===== src/rtl/bchk_pkg.sv =====
package bchk_pkg;
   typedef enum logic [1:0] {
      BM_SLEEP   = 2'd0,
      BM_STARTUP = 2'd1,
      BM_CHECK   = 2'd2,
      BM_RECV    = 2'd3
   } bmode_t;
endpackage


===== src/rtl/bchk_startup.sv =====
module bchk_startup #(
   parameter int ST_TICKS = 6
) (
   input  logic clk,
   input  logic rst_n,
   input  logic run_i,
   input  logic tick_i,
   output logic done_o
);
   localparam int SC_W = (ST_TICKS > 1) ? $clog2(ST_TICKS) : 1;

   generate
      if (ST_TICKS == 1) begin : g_single
         assign done_o = run_i & tick_i;
      end else begin : g_count
         localparam logic [SC_W-1:0] LAST = SC_W'(ST_TICKS - 1);
         logic [SC_W-1:0] sc_q;
         assign done_o = run_i & tick_i & (sc_q == LAST);
         always_ff @(posedge clk or negedge rst_n) begin
            if (!rst_n)              sc_q <= '0;
            else if (!run_i)         sc_q <= '0;
            else if (done_o)         sc_q <= '0;
            else if (tick_i)         sc_q <= sc_q + 1'b1;
         end

         sc_range_chk: assert property (@(posedge clk) disable iff (!rst_n)
            sc_q <= LAST);
      end
   endgenerate
endmodule


===== src/rtl/bchk_interval.sv =====
module bchk_interval #(
   parameter int LIM_W = 8
) (
   input  logic             clk,
   input  logic             rst_n,
   input  logic             tick_i,
   input  logic             dem_i,
   input  logic             run_i,
   input  logic             kill_i,
   input  logic [LIM_W-1:0] hi_i,
   output logic             edge_o,
   output logic [LIM_W-1:0] cnt_o
);
   logic dem_q;

   assign edge_o = tick_i & (dem_i != dem_q);

   always_ff @(posedge clk or negedge rst_n) begin
      if (!rst_n)       dem_q <= 1'b0;
      else if (tick_i)  dem_q <= dem_i;
   end

   always_ff @(posedge clk or negedge rst_n) begin
      if (!rst_n)                cnt_o <= '0;
      else if (!run_i || kill_i) cnt_o <= '0;
      else if (edge_o)           cnt_o <= LIM_W'(1);
      else if (tick_i)           cnt_o <= cnt_o + 1'b1;
   end


   cnt_below_hi_chk: assert property (@(posedge clk) disable iff (!rst_n)
      run_i |-> (cnt_o < hi_i));
endmodule


===== src/rtl/bchk_ctrl.sv =====
module bchk_ctrl
   import bchk_pkg::*;
#(
   parameter int LIM_W  = 8,
   parameter int NEED_W = 4
) (
   input  logic              clk,
   input  logic              rst_n,
   input  logic              start_i,
   input  logic              poll_i,
   input  logic              tick_i,
   input  logic              edge_i,
   input  logic [LIM_W-1:0]  cnt_i,
   input  logic              st_done_i,
   input  logic [LIM_W-1:0]  lo_i,
   input  logic [LIM_W-1:0]  hi_i,
   input  logic [NEED_W-1:0] need_i,
   output bmode_t            mode_o,
   output logic              fail_o,
   output logic [LIM_W-1:0]  hi_q_o,
   output logic              kill_o
);
   bmode_t            mode_q, mode_d;
   logic              fail_q, fail_d;
   logic              armed_q, armed_d;
   logic [NEED_W-1:0] good_q, good_d;
   logic [LIM_W-1:0]  lo_q, hi_q;
   logic [NEED_W-1:0] need_q;
   logic              latch;
   logic              bad;
   logic [NEED_W:0]   need_eff;
   logic [NEED_W:0]   good_inc;
   logic [LIM_W:0]    cnt_inc;

   assign need_eff = (need_q == '0) ? (NEED_W+1)'(1) : {1'b0, need_q};
   assign good_inc = {1'b0, good_q} + 1'b1;
   assign cnt_inc  = {1'b0, cnt_i} + 1'b1;

   always_comb begin
      mode_d  = mode_q;
      fail_d  = fail_q;
      armed_d = armed_q;
      good_d  = good_q;
      latch   = 1'b0;
      bad     = 1'b0;
      kill_o  = 1'b0;
      unique case (mode_q)
         BM_SLEEP: begin
            if (start_i) begin
               latch = 1'b1;
               if (lo_i >= hi_i) fail_d = 1'b1;
               else begin
                  fail_d = 1'b0;
                  mode_d = BM_STARTUP;
               end
            end
         end
         BM_STARTUP: begin
            if (st_done_i) begin
               mode_d  = BM_CHECK;
               armed_d = 1'b0;
               good_d  = '0;
            end
         end
         BM_CHECK: begin
            if (edge_i) begin
               if (!armed_q)          armed_d = 1'b1;
               else if (cnt_i < lo_q) bad = 1'b1;
               else if (good_inc == need_eff) begin
                  mode_d = BM_RECV;
                  kill_o = 1'b1;
               end else good_d = good_inc[NEED_W-1:0];
            end else if (tick_i && (cnt_inc == {1'b0, hi_q})) begin
               bad = 1'b1;
            end
            if (bad) begin
               mode_d = BM_SLEEP;
               fail_d = 1'b1;
               kill_o = 1'b1;
            end
         end
         BM_RECV: begin
            if (poll_i) mode_d = BM_SLEEP;
         end
         default: mode_d = BM_SLEEP;
      endcase
   end

   always_ff @(posedge clk or negedge rst_n) begin
      if (!rst_n) begin
         mode_q  <= BM_SLEEP;
         fail_q  <= 1'b0;
         armed_q <= 1'b0;
         good_q  <= '0;
         lo_q    <= '0;
         hi_q    <= LIM_W'(1);
         need_q  <= '0;
      end else begin
         mode_q  <= mode_d;
         fail_q  <= fail_d;
         armed_q <= armed_d;
         good_q  <= good_d;
         if (latch) begin
            lo_q   <= lo_i;
            hi_q   <= hi_i;
            need_q <= need_i;
         end
      end
   end

   assign mode_o = mode_q;
   assign fail_o = fail_q;
   assign hi_q_o = hi_q;


   recv_hold_chk: assert property (@(posedge clk) disable iff (!rst_n)
      (mode_q == BM_RECV && !poll_i) |=> (mode_q == BM_RECV));

   fail_in_sleep_chk: assert property (@(posedge clk) disable iff (!rst_n)
      fail_q |-> (mode_q == BM_SLEEP));

   sleep_exit_chk: assert property (@(posedge clk) disable iff (!rst_n)
      (mode_q == BM_SLEEP && !start_i) |=> (mode_q == BM_SLEEP));

   good_bound_chk: assert property (@(posedge clk) disable iff (!rst_n)
      (mode_q == BM_CHECK) |-> ({1'b0, good_q} < need_eff));

   lim_order_chk: assert property (@(posedge clk) disable iff (!rst_n)
      (mode_q == BM_STARTUP) |-> (lo_q < hi_q));
endmodule


===== src/rtl/bchk_seq.sv =====
module bchk_seq
   import bchk_pkg::*;
#(
   parameter int LIM_W         = 8,
   parameter int NEED_W        = 4,
   parameter int STARTUP_TICKS = 6
) (
   input  logic              clk,
   input  logic              rst_n,
   input  logic              tick_i,
   input  logic              dem_i,
   input  logic              start_i,
   input  logic [LIM_W-1:0]  lim_lo_i,
   input  logic [LIM_W-1:0]  lim_hi_i,
   input  logic [NEED_W-1:0] need_i,
   input  logic              poll_i,
   output logic [1:0]        mode_o,
   output logic              pass_o,
   output logic              fail_o,
   output logic [LIM_W-1:0]  cnt_o
);
   generate
      if (LIM_W < 2 || LIM_W > 16) begin : g_bad_lim
         $error("bchk_seq: LIM_W must lie in 2..16");
      end
      if (NEED_W < 1 || NEED_W > 8) begin : g_bad_need
         $error("bchk_seq: NEED_W must lie in 1..8");
      end
      if (STARTUP_TICKS < 1) begin : g_bad_st
         $error("bchk_seq: STARTUP_TICKS must be at least 1");
      end
   endgenerate

   bmode_t           mode;
   logic             st_done;
   logic             edge_w;
   logic             kill;
   logic [LIM_W-1:0] hi_q;
   logic [LIM_W-1:0] cnt;

   bchk_startup #(.ST_TICKS(STARTUP_TICKS)) u_startup (
      .clk    (clk),
      .rst_n  (rst_n),
      .run_i  (mode == BM_STARTUP),
      .tick_i (tick_i),
      .done_o (st_done)
   );

   bchk_interval #(.LIM_W(LIM_W)) u_interval (
      .clk    (clk),
      .rst_n  (rst_n),
      .tick_i (tick_i),
      .dem_i  (dem_i),
      .run_i  (mode == BM_CHECK),
      .kill_i (kill),
      .hi_i   (hi_q),
      .edge_o (edge_w),
      .cnt_o  (cnt)
   );

   bchk_ctrl #(.LIM_W(LIM_W), .NEED_W(NEED_W)) u_ctrl (
      .clk       (clk),
      .rst_n     (rst_n),
      .start_i   (start_i),
      .poll_i    (poll_i),
      .tick_i    (tick_i),
      .edge_i    (edge_w & (mode == BM_CHECK)),
      .cnt_i     (cnt),
      .st_done_i (st_done),
      .lo_i      (lim_lo_i),
      .hi_i      (lim_hi_i),
      .need_i    (need_i),
      .mode_o    (mode),
      .fail_o    (fail_o),
      .hi_q_o    (hi_q),
      .kill_o    (kill)
   );

   assign mode_o = mode;
   assign pass_o = (mode == BM_RECV);
   assign cnt_o  = cnt;


   idle_cnt_zero_chk: assert property (@(posedge clk) disable iff (!rst_n)
      (mode != BM_CHECK) |-> (cnt == '0));

   check_entry_chk: assert property (@(posedge clk) disable iff (!rst_n)
      (mode == BM_STARTUP && !st_done) |=> (mode == BM_STARTUP));
endmodule


===== config.mk =====
export PLATFORM = sky130hd
export DESIGN_NAME = bchk_seq
export DESIGN_NICKNAME = d
export VERILOG_FILES = /design/src/rtl/bchk_pkg.sv /design/src/rtl/bchk_startup.sv /design/src/rtl/bchk_interval.sv /design/src/rtl/bchk_ctrl.sv /design/src/rtl/bchk_seq.sv
export SDC_FILE = /design/constraint.sdc
export NUM_CORES = 1
export LEC_CHECK = 0
export BUFFER_PORTS_ARGS = -buffer_cell sky130_fd_sc_hd__buf_2
export CAP_MARGIN = 10
export CORE_MARGIN = 5
export CORE_UTILIZATION = 50
export DETAILED_ROUTE_END_ITERATION = 6
export PLACE_DENSITY_LB_ADDON = 0.3
export SYNTH_ARGS = -nofsm -noshare
export SYNTH_HDL_FRONTEND = slang
export SYNTH_SLANG_ARGS = --single-unit

===== constraint.sdc =====
create_clock -name clk -period 2.53 [get_ports clk]
set_clock_uncertainty 0.1 [all_clocks]
set_input_delay 0.506 -clock clk [delete_from_list [all_inputs] [get_ports clk]]
set_output_delay 0.506 -clock clk [all_outputs]
set_load 0.01 [all_outputs]

==> out/metrics.cfg, run 1 <==
[power]
clock_power_share_pct = 19.9
p_int_mw = 1.47
power.density_nw_per_um2 = 774
leakagePower_nw = 1.40
switching_share_pct = 34.1
max-vdd-ir-drop_mv = 0.398
p_sw_mw = 0.758
finalPower_mw = 2.22
pwr-share-seq_pct = 45.3
combinationalPowerShare_pct = 34.9

[cts]
cts_max_level = 2
cts_tree = done
ctsHoldBuffers = 0
cts-root-buf = clkbuf_8
clk_latency_ps = 290
clock-sinks = 40
path_clk_slew_ps = 70
cts_buffers = 5
clk_path_buf_depth = 2

[placed_design]
place.port_buffers = 37
routabilityCongestion = 0.804
hpwlAfterDp_mm = 4.18
dp_cells = 364

[die]
die_h_um = 80.1
dieWidth_um = 80.1
ioPinCount = 38
core_um2 = 4750
die_area_um2 = 6410
num_rows = 25
initial_core_util_pct = 51.7

[synthesis]
async_flop_share_pct = 100
synth-seq-cells = 40
yosys_most_used_dff = dfrtp_1
syn-num-nets = 301
synthSimpleGateAreaFrac_pct = 15.5
synth_compound_area_share_pct = 16.8
synthMuxAreaShare_pct = 7.23
synth_edf_count = 0
ys_types = 46
avgSynthCellArea_um2 = 9.59
seq_area_frac_synth_pct = 40.8
synth_adder_area_share_pct = 9.68
synth_area_um2 = 2460
synth_xor_area_share_pct = 5.35
yosysWarnings = 0
synthCells = 256
synth_top_family_by_area = compound AO/OA/AOI/OAI gates

[timing]
tns_ps = 0
hold_ws_ps = 36.3
setup_viol_count_final = 0
hold_violations = 0
drv_slew = 0
slew_headroom_pct = 67.1
period_share_pct = 93.8
fmax_mhz = 421
finalCriticalPeriod_ps = 2370
worstMarginPinSlew_ps = 492
rsz0062_at_grt = false

[drt]
postRouteAntennaNets = 0
drcViolationCount = 0
vias = 1993
first_pass_iters = 6
vias_per_cell = 5.36
wl_per_cell_um = 14.5
drtIter0Drc = 102
drt-total-wl_mm = 5.40

[cells_and_area]
area_delta_synth_final_pct = 17.0
antenna_cells = 0
fin_cells = 372
drive_gt1_share_pct = 28.2
nets = 349

[min_path]
hp-class = primary input to asynchronous set/reset pin

[grt]
grt_pass1_wl_mm = 9.24
grt_max_degree = 30
antenna_found_initial = 0
grt_pass1_vias = 1968
grt_overflow_total = 0
grt.total_usage_pct = 18.5

[worst_setup_path]
end_kind = register
critPathKind = register to register
rr_worst_depth = 8
arrival_ps = 2480
cp_max_fo = 8
start_kind = register
crit-reg2reg-launch = u_interval.cnt_o[5]
r2r_end = u_interval.cnt_o[5]
regToRegSetupSlack_ps = 160
worstPathRequired_ps = 2640

[run]
drv_cap = 0

[run_status]
status = complete, no violations

==> critical path, cell delays in order (launching register included) <==
cell and delay (ps):
dfrtp_1 540, nand2_1 180, or4_4 440, a31o_1 230, a21oi_2 140, o211ai_2 120, a21o_1 200, buf_4 150
a311oi_2 180
==> metrics by stage <==
stage	util, %	cell area (µm²)	setup slack [ps]
after floorplan	-	2460	193
after global placement	58.4	2780	152
after detailed placement	58.4	2780	102
after CTS	60.3	2870	116
after global routing	60.4	2870	36.8
final	60.4	2870	156
==> synthesized netlist by cell type, drive strengths merged, types with 3 or more instances <==
cell type / n / share of area (%)
mux2: 14 / 6.4
nand3: 9 / 2.0
nand4: 3 / 0.76
a211oi: 7 / 2.3
nand2: 24 / 3.8
dfrtp: 39 / 40
a21o: 4 / 1.2
o211ai: 3 / 1.1
and3: 5 / 1.4
nor3: 3 / 0.61
or3: 3 / 0.76
xor2: 10 / 3.6
a21oi: 12 / 2.6
o21ai: 20 / 4.1
xnor2: 5 / 1.8
ha: 19 / 9.7
nor2: 21 / 3.2
inv: 21 / 3.2
nand2b: 3 / 0.76
clkbuf: 5 / 0.76
==> how the worst max path moves through the flow <==
stage,startpoint,endpoint,slack [ps],cells past startpoint
after floorplan,u_interval.cnt_o[0],u_ctrl.mode_o[0],190,9
after global placement,lim_lo_i[0],u_ctrl.mode_o[0],150,10
after detailed placement,lim_lo_i[0],u_ctrl.mode_o[0],100,10
after CTS,u_interval.cnt_o[0],u_ctrl.mode_o[0],120,8
after global routing,u_interval.cnt_o[0],u_ctrl.mode_o[0],40,8
final,u_interval.cnt_o[5],u_interval.cnt_o[5],160,8
==> layer usage <==
metal | wire [µm] | GRT usage [%] | up-vias | share of wire, %
met5 | 0 | 0 | - | 0
met4 | 99 | 7.26 | 0 | 1.8
met3 | 213 | 4.04 | 9 | 3.9
met2 | 2620 | 30.5 | 39 | 49
met1 | 2460 | 23.6 | 949 | 46
li1 | - | - | 996 | -
==> logic make-up (layout without fill, tap and decap cells) <==
logic type,Yosys count,count (layout)
AOI/OAI and AO/OA,60,60
DFF,40,40
and+or+nand+nor,78,78
xor gates and xnor gates,15,15
muxes,16,16
buffers and inverters,28,77
adders and majority gates,19,19
==> state kept, by name (all words and copies together), names as in the netlist, 2 cells and up <==
name / count
u_ctrl.good_q: 4
u_ctrl.lo_q: 8
u_interval.cnt_o: 8
u_startup.g_count.sc_q: 3
u_ctrl.mode_o: 2
u_ctrl.need_q: 4
u_ctrl.hi_q_o: 8
==> final cells by class <==
type	count	area, µm²
Clock buffer	8	90.1
Fill cell	440	1880
Inverter	21	78.8
Multi-Input combinational cell	188	1350
Sequential cell	40	1000
Tap cell	67	83.8
Timing Repair Buffer	48	268
==> layout by cell type (no fill, tap or decap), types with 3 or more instances in the layout <==
cell type,synthesis,layout
dfrtp_1,39,39
buf_2,1,37
nand2_1,23,23
inv_1,21,21
nor2_1,21,21
o21ai_0,20,20
ha_1,19,19
mux2_2,14,14
a21oi_1,11,11
buf_4,0,11
xor2_1,10,10
nand3_1,8,8
clkbuf_8,0,6
a211oi_1,6,5
xnor2_1,5,5
a21o_1,4,4
nand2b_1,3,3
nand4_1,3,3
nor3_1,3,3
and3_2,3,3
or3_1,3,3
==> power groups by stage <==
| stage | clock network [mW] | registers [mW] | logic (mW) |
|---|---|---|---|
| global placement | 0 | 1.01 | 0.746 |
| global route | 0.484 | 1.04 | 0.883 |
| CTS | 0.456 | 1.01 | 0.774 |
| detailed placement | 0 | 1.02 | 0.768 |
| floorplan | 0 | 0.987 | 0.583 |
| finish | 0.442 | 1.01 | 0.775 |
==> what timing repair did <==
action                                  4_1_cts  5_1_grt
buffers inserted                              0        0
endpoints found under the setup margin        0        7
resized for setup                             0        2
Power figures use the tool's default switching activity.
==> run 2, diff against run 1 <==
Settings changed: ABC_AREA set to 1.
==> out/metrics.cfg, run 2 <==
[run_status]
status = complete, no violations

[timing]
worstMarginPinSlew_ps = 423  ; -69.1 ps
slew_headroom_pct = 71.8  ; +4.7 points
rsz0062_at_grt = false
drv_slew = 0  ; unchanged
setup_slack_ps = 389  ; +233 ps
hold_violations = 0  ; unchanged
period_share_pct = 84.6  ; -9.2 points
tns_ps = 0  ; unchanged
finalCriticalPeriod_ps = 2140  ; -233 ps
hold_ws_ps = 37.9  ; +1.61 ps
setup_viol_count_final = 0  ; unchanged
fmax_mhz = 467  ; +11%

[synthesis]
synth_xor_area_share_pct = 1.63  ; -3.7 points
syn-num-nets = 404  ; +34%
synth_top_family_by_area = simple AND/OR/NAND/NOR gates
yosys_most_used_dff = dfrtp_1
synthCells = 359  ; +40%
ys_types = 34  ; -26%
synth_adder_area_share_pct = 8.84  ; -0.84 points
synth_top_area_share_pct = 36.3  ; -3.4 points
yosysWarnings = 0  ; unchanged
synth_common_cells = nand2_1, inv_1, dfrtp_1
synth_compound_area_share_pct = 10.4  ; -6.4 points
yosysMostFrequentCell = nand2_1
seq_area_frac_synth_pct = 37.3  ; -3.5 points
synth_area_leader_cell = dfrtp_1
synth_area_um2 = 2690  ; +9.5%
synth_edf_count = 0  ; unchanged
synthMuxAreaShare_pct = 0  ; -7.2 points
avgSynthCellArea_um2 = 7.49  ; -22%
synthSimpleGateAreaFrac_pct = 31.8  ; +16 points
synthTopCellsByArea = dfrtp_1, nand2_1, ha_1, inv_1, o21ai_0
synth-seq-cells = 40  ; unchanged
async_flop_share_pct = 100  ; unchanged

[drt]
wl_per_cell_um = 12.2  ; -16%
drtIter0Drc = 146  ; +43%
vias = 2341  ; +17%
postRouteAntennaNets = 0  ; unchanged
drcViolationCount = 0  ; unchanged
drt-total-wl_mm = 5.76  ; +6.7%
first_pass_iters = 4  ; -2
vias_per_cell = 4.95  ; -7.6%

[grt]
grt_util_met3_pct = 3.66  ; -0.37 points
grt_max_degree = 37  ; +23%
grt.total_usage_pct = 18.1  ; -0.46 points
grt_use_met2_pct = 28.5  ; -2.0 points
met1_usage_pct = 24.3  ; +0.66 points
grt_pass1_vias = 2326  ; +18%
grt_pass1_wl_mm = 10.3  ; +11%
grt_overflow_total = 0  ; unchanged
grt_most_used_layer = met2
antenna_found_initial = 0  ; unchanged

[cts]
clk_latency_ps = 290  ; about the same
cts-root-buf = clkbuf_8
clk_path_buf_depth = 2  ; unchanged
post_cts_buffers = 0  ; unchanged
ctsHoldBuffers = 0  ; unchanged
cts_buffers = 5  ; unchanged
clock-sinks = 40  ; unchanged
ctsResizeCount = 0  ; unchanged
path_clk_slew_ps = 80  ; about the same
cts_tree = done
cts_max_level = 2  ; unchanged

[cells_and_area]
layout_common_cells = nand2_1, inv_1, dfrtp_1, buf_2, o21ai_0
drive_gt1_share_pct = 21.3  ; -6.9 points
antenna_cells = 0  ; unchanged
fin_cells = 473  ; +27%
final_util_pct = 59.6  ; -0.82 points
nets = 447  ; +28%
area_delta_synth_final_pct = 14.7
final_cell_area_um2 = 3080  ; +7.3%
seqCellArea_um2 = 1000  ; unchanged
final_common_cell = nand2_1
num-fill-cells = 479  ; +8.9%
multi_input_area_um2 = 1420  ; +4.9%

[worst_setup_path]
cp_max_fo = 6  ; -2
arrival_ps = 2220  ; -260 ps
slowest_stage = dfrtp_1
crit_chain = ha_1 > inv_1 > nand2_1 > nand3_1 > nor2_1 > nand4_1 > nor2_4 > nand3_4 > nand3_2 > and2_4 > nor2_2
worstPathRequired_ps = 2610  ; -30 ps
start_kind = register
slowest_delay_ps = 470  ; -70 ps
critPathKind = register to register
end_kind = register

[die]
dieWidth_um = 83.3  ; +4.1%
die_h_um = 83.3  ; +4.1%
die_area_um2 = 6940  ; +8.3%
ioPinCount = 38  ; unchanged
initial_core_util_pct = 52.0  ; +0.33 points
core_um2 = 5170  ; +8.8%
num_rows = 26  ; +4.0%

[power]
leakagePower_nw = 1.61  ; +15%
power.density_nw_per_um2 = 866  ; +12%
max-vdd-ir-drop_mv = 0.485  ; +22%
finalPower_mw = 2.67  ; +20%

[placed_design]
hpwlAfterDp_mm = 4.60  ; +10%
placed_cell_area_um2 = 2960  ; +6.7%
place.port_buffers = 37  ; unchanged
dp_slack_ps = 399  ; +297 ps
routabilityCongestion = 0.861  ; +7.0%
dp_cells = 465  ; +28%

[min_path]
hp-class = primary input to asynchronous set/reset pin

[run]
drv_cap = 0  ; unchanged

run 2: changes by cell type in the layout (fill, tap and decap cells not counted), moves of 6 or more:
cell	change
buf_4	-6
nand2_1	+76
inv_1	+37
nor2_2	+11
nand3_1	+13
mux2_2	-14
nand2_2	+8
run 2: layer usage:
layer	vias to the layer above	part of all wire, %
met2	49	45
met4	0	1.8
met5	-	0
met1	1064	49
li1	1220	-
met3	8	4.5
run 2: path summary, 6_finish.rpt:
| check | start | end | slack (ps) | cells past startpoint |
|---|---|---|---|---|
| min in group clk | need_i[1] | u_ctrl.need_q[1] | 310 | 3 |
| max in group asynchronous | rst_n | u_ctrl.hi_q_o[0] | 1610 | 2 |
| worst min register to register | u_ctrl.hi_q_o[0] | u_ctrl.hi_q_o[0] | 380 | 2 |
| worst max-delay path | u_interval.cnt_o[1] | u_interval.cnt_o[2] | 390 | 11 |
| worst min-delay path | rst_n | u_ctrl.hi_q_o[3] | 40 | 1 |
| worst max register to register | u_interval.cnt_o[1] | u_interval.cnt_o[2] | 390 | 11 |
run 2: final cells by class:
type                            instances  area share, %
Timing Repair Buffer                   42           7.22
Tap cell                               70           2.84
Clock buffer                            6           2.68
Clock inverter                          2           1.26
Sequential cell                        40           32.5
Multi-Input combinational cell        251           46.0
Inverter                               62           7.55
run 2: critical path: cells and delay by family (launching register included):
kind                       cells  cell delay, ps
buffers and inverters          1              50
DFF                            1             470
adders and majority gates      1             390
and+or+nand+nor                9            1000
run 2: kinds of logic (layout without fill, tap and decap cells):
kind of cell	after synthesis	in the layout
and+or+nand+nor	177	177
DFF	40	40
buffers and inverters	68	112
xor gates and xnor gates	5	5
adders and majority gates	19	19
AOI/OAI and AO/OA	50	50
run 2: power by group:
part | internal [mW] | total [mW] | switching, mW
Clock | 0.323 | 0.551 | 0.228
Combinational | 0.409 | 1.11 | 0.702
Sequential | 0.864 | 1.01 | 0.146
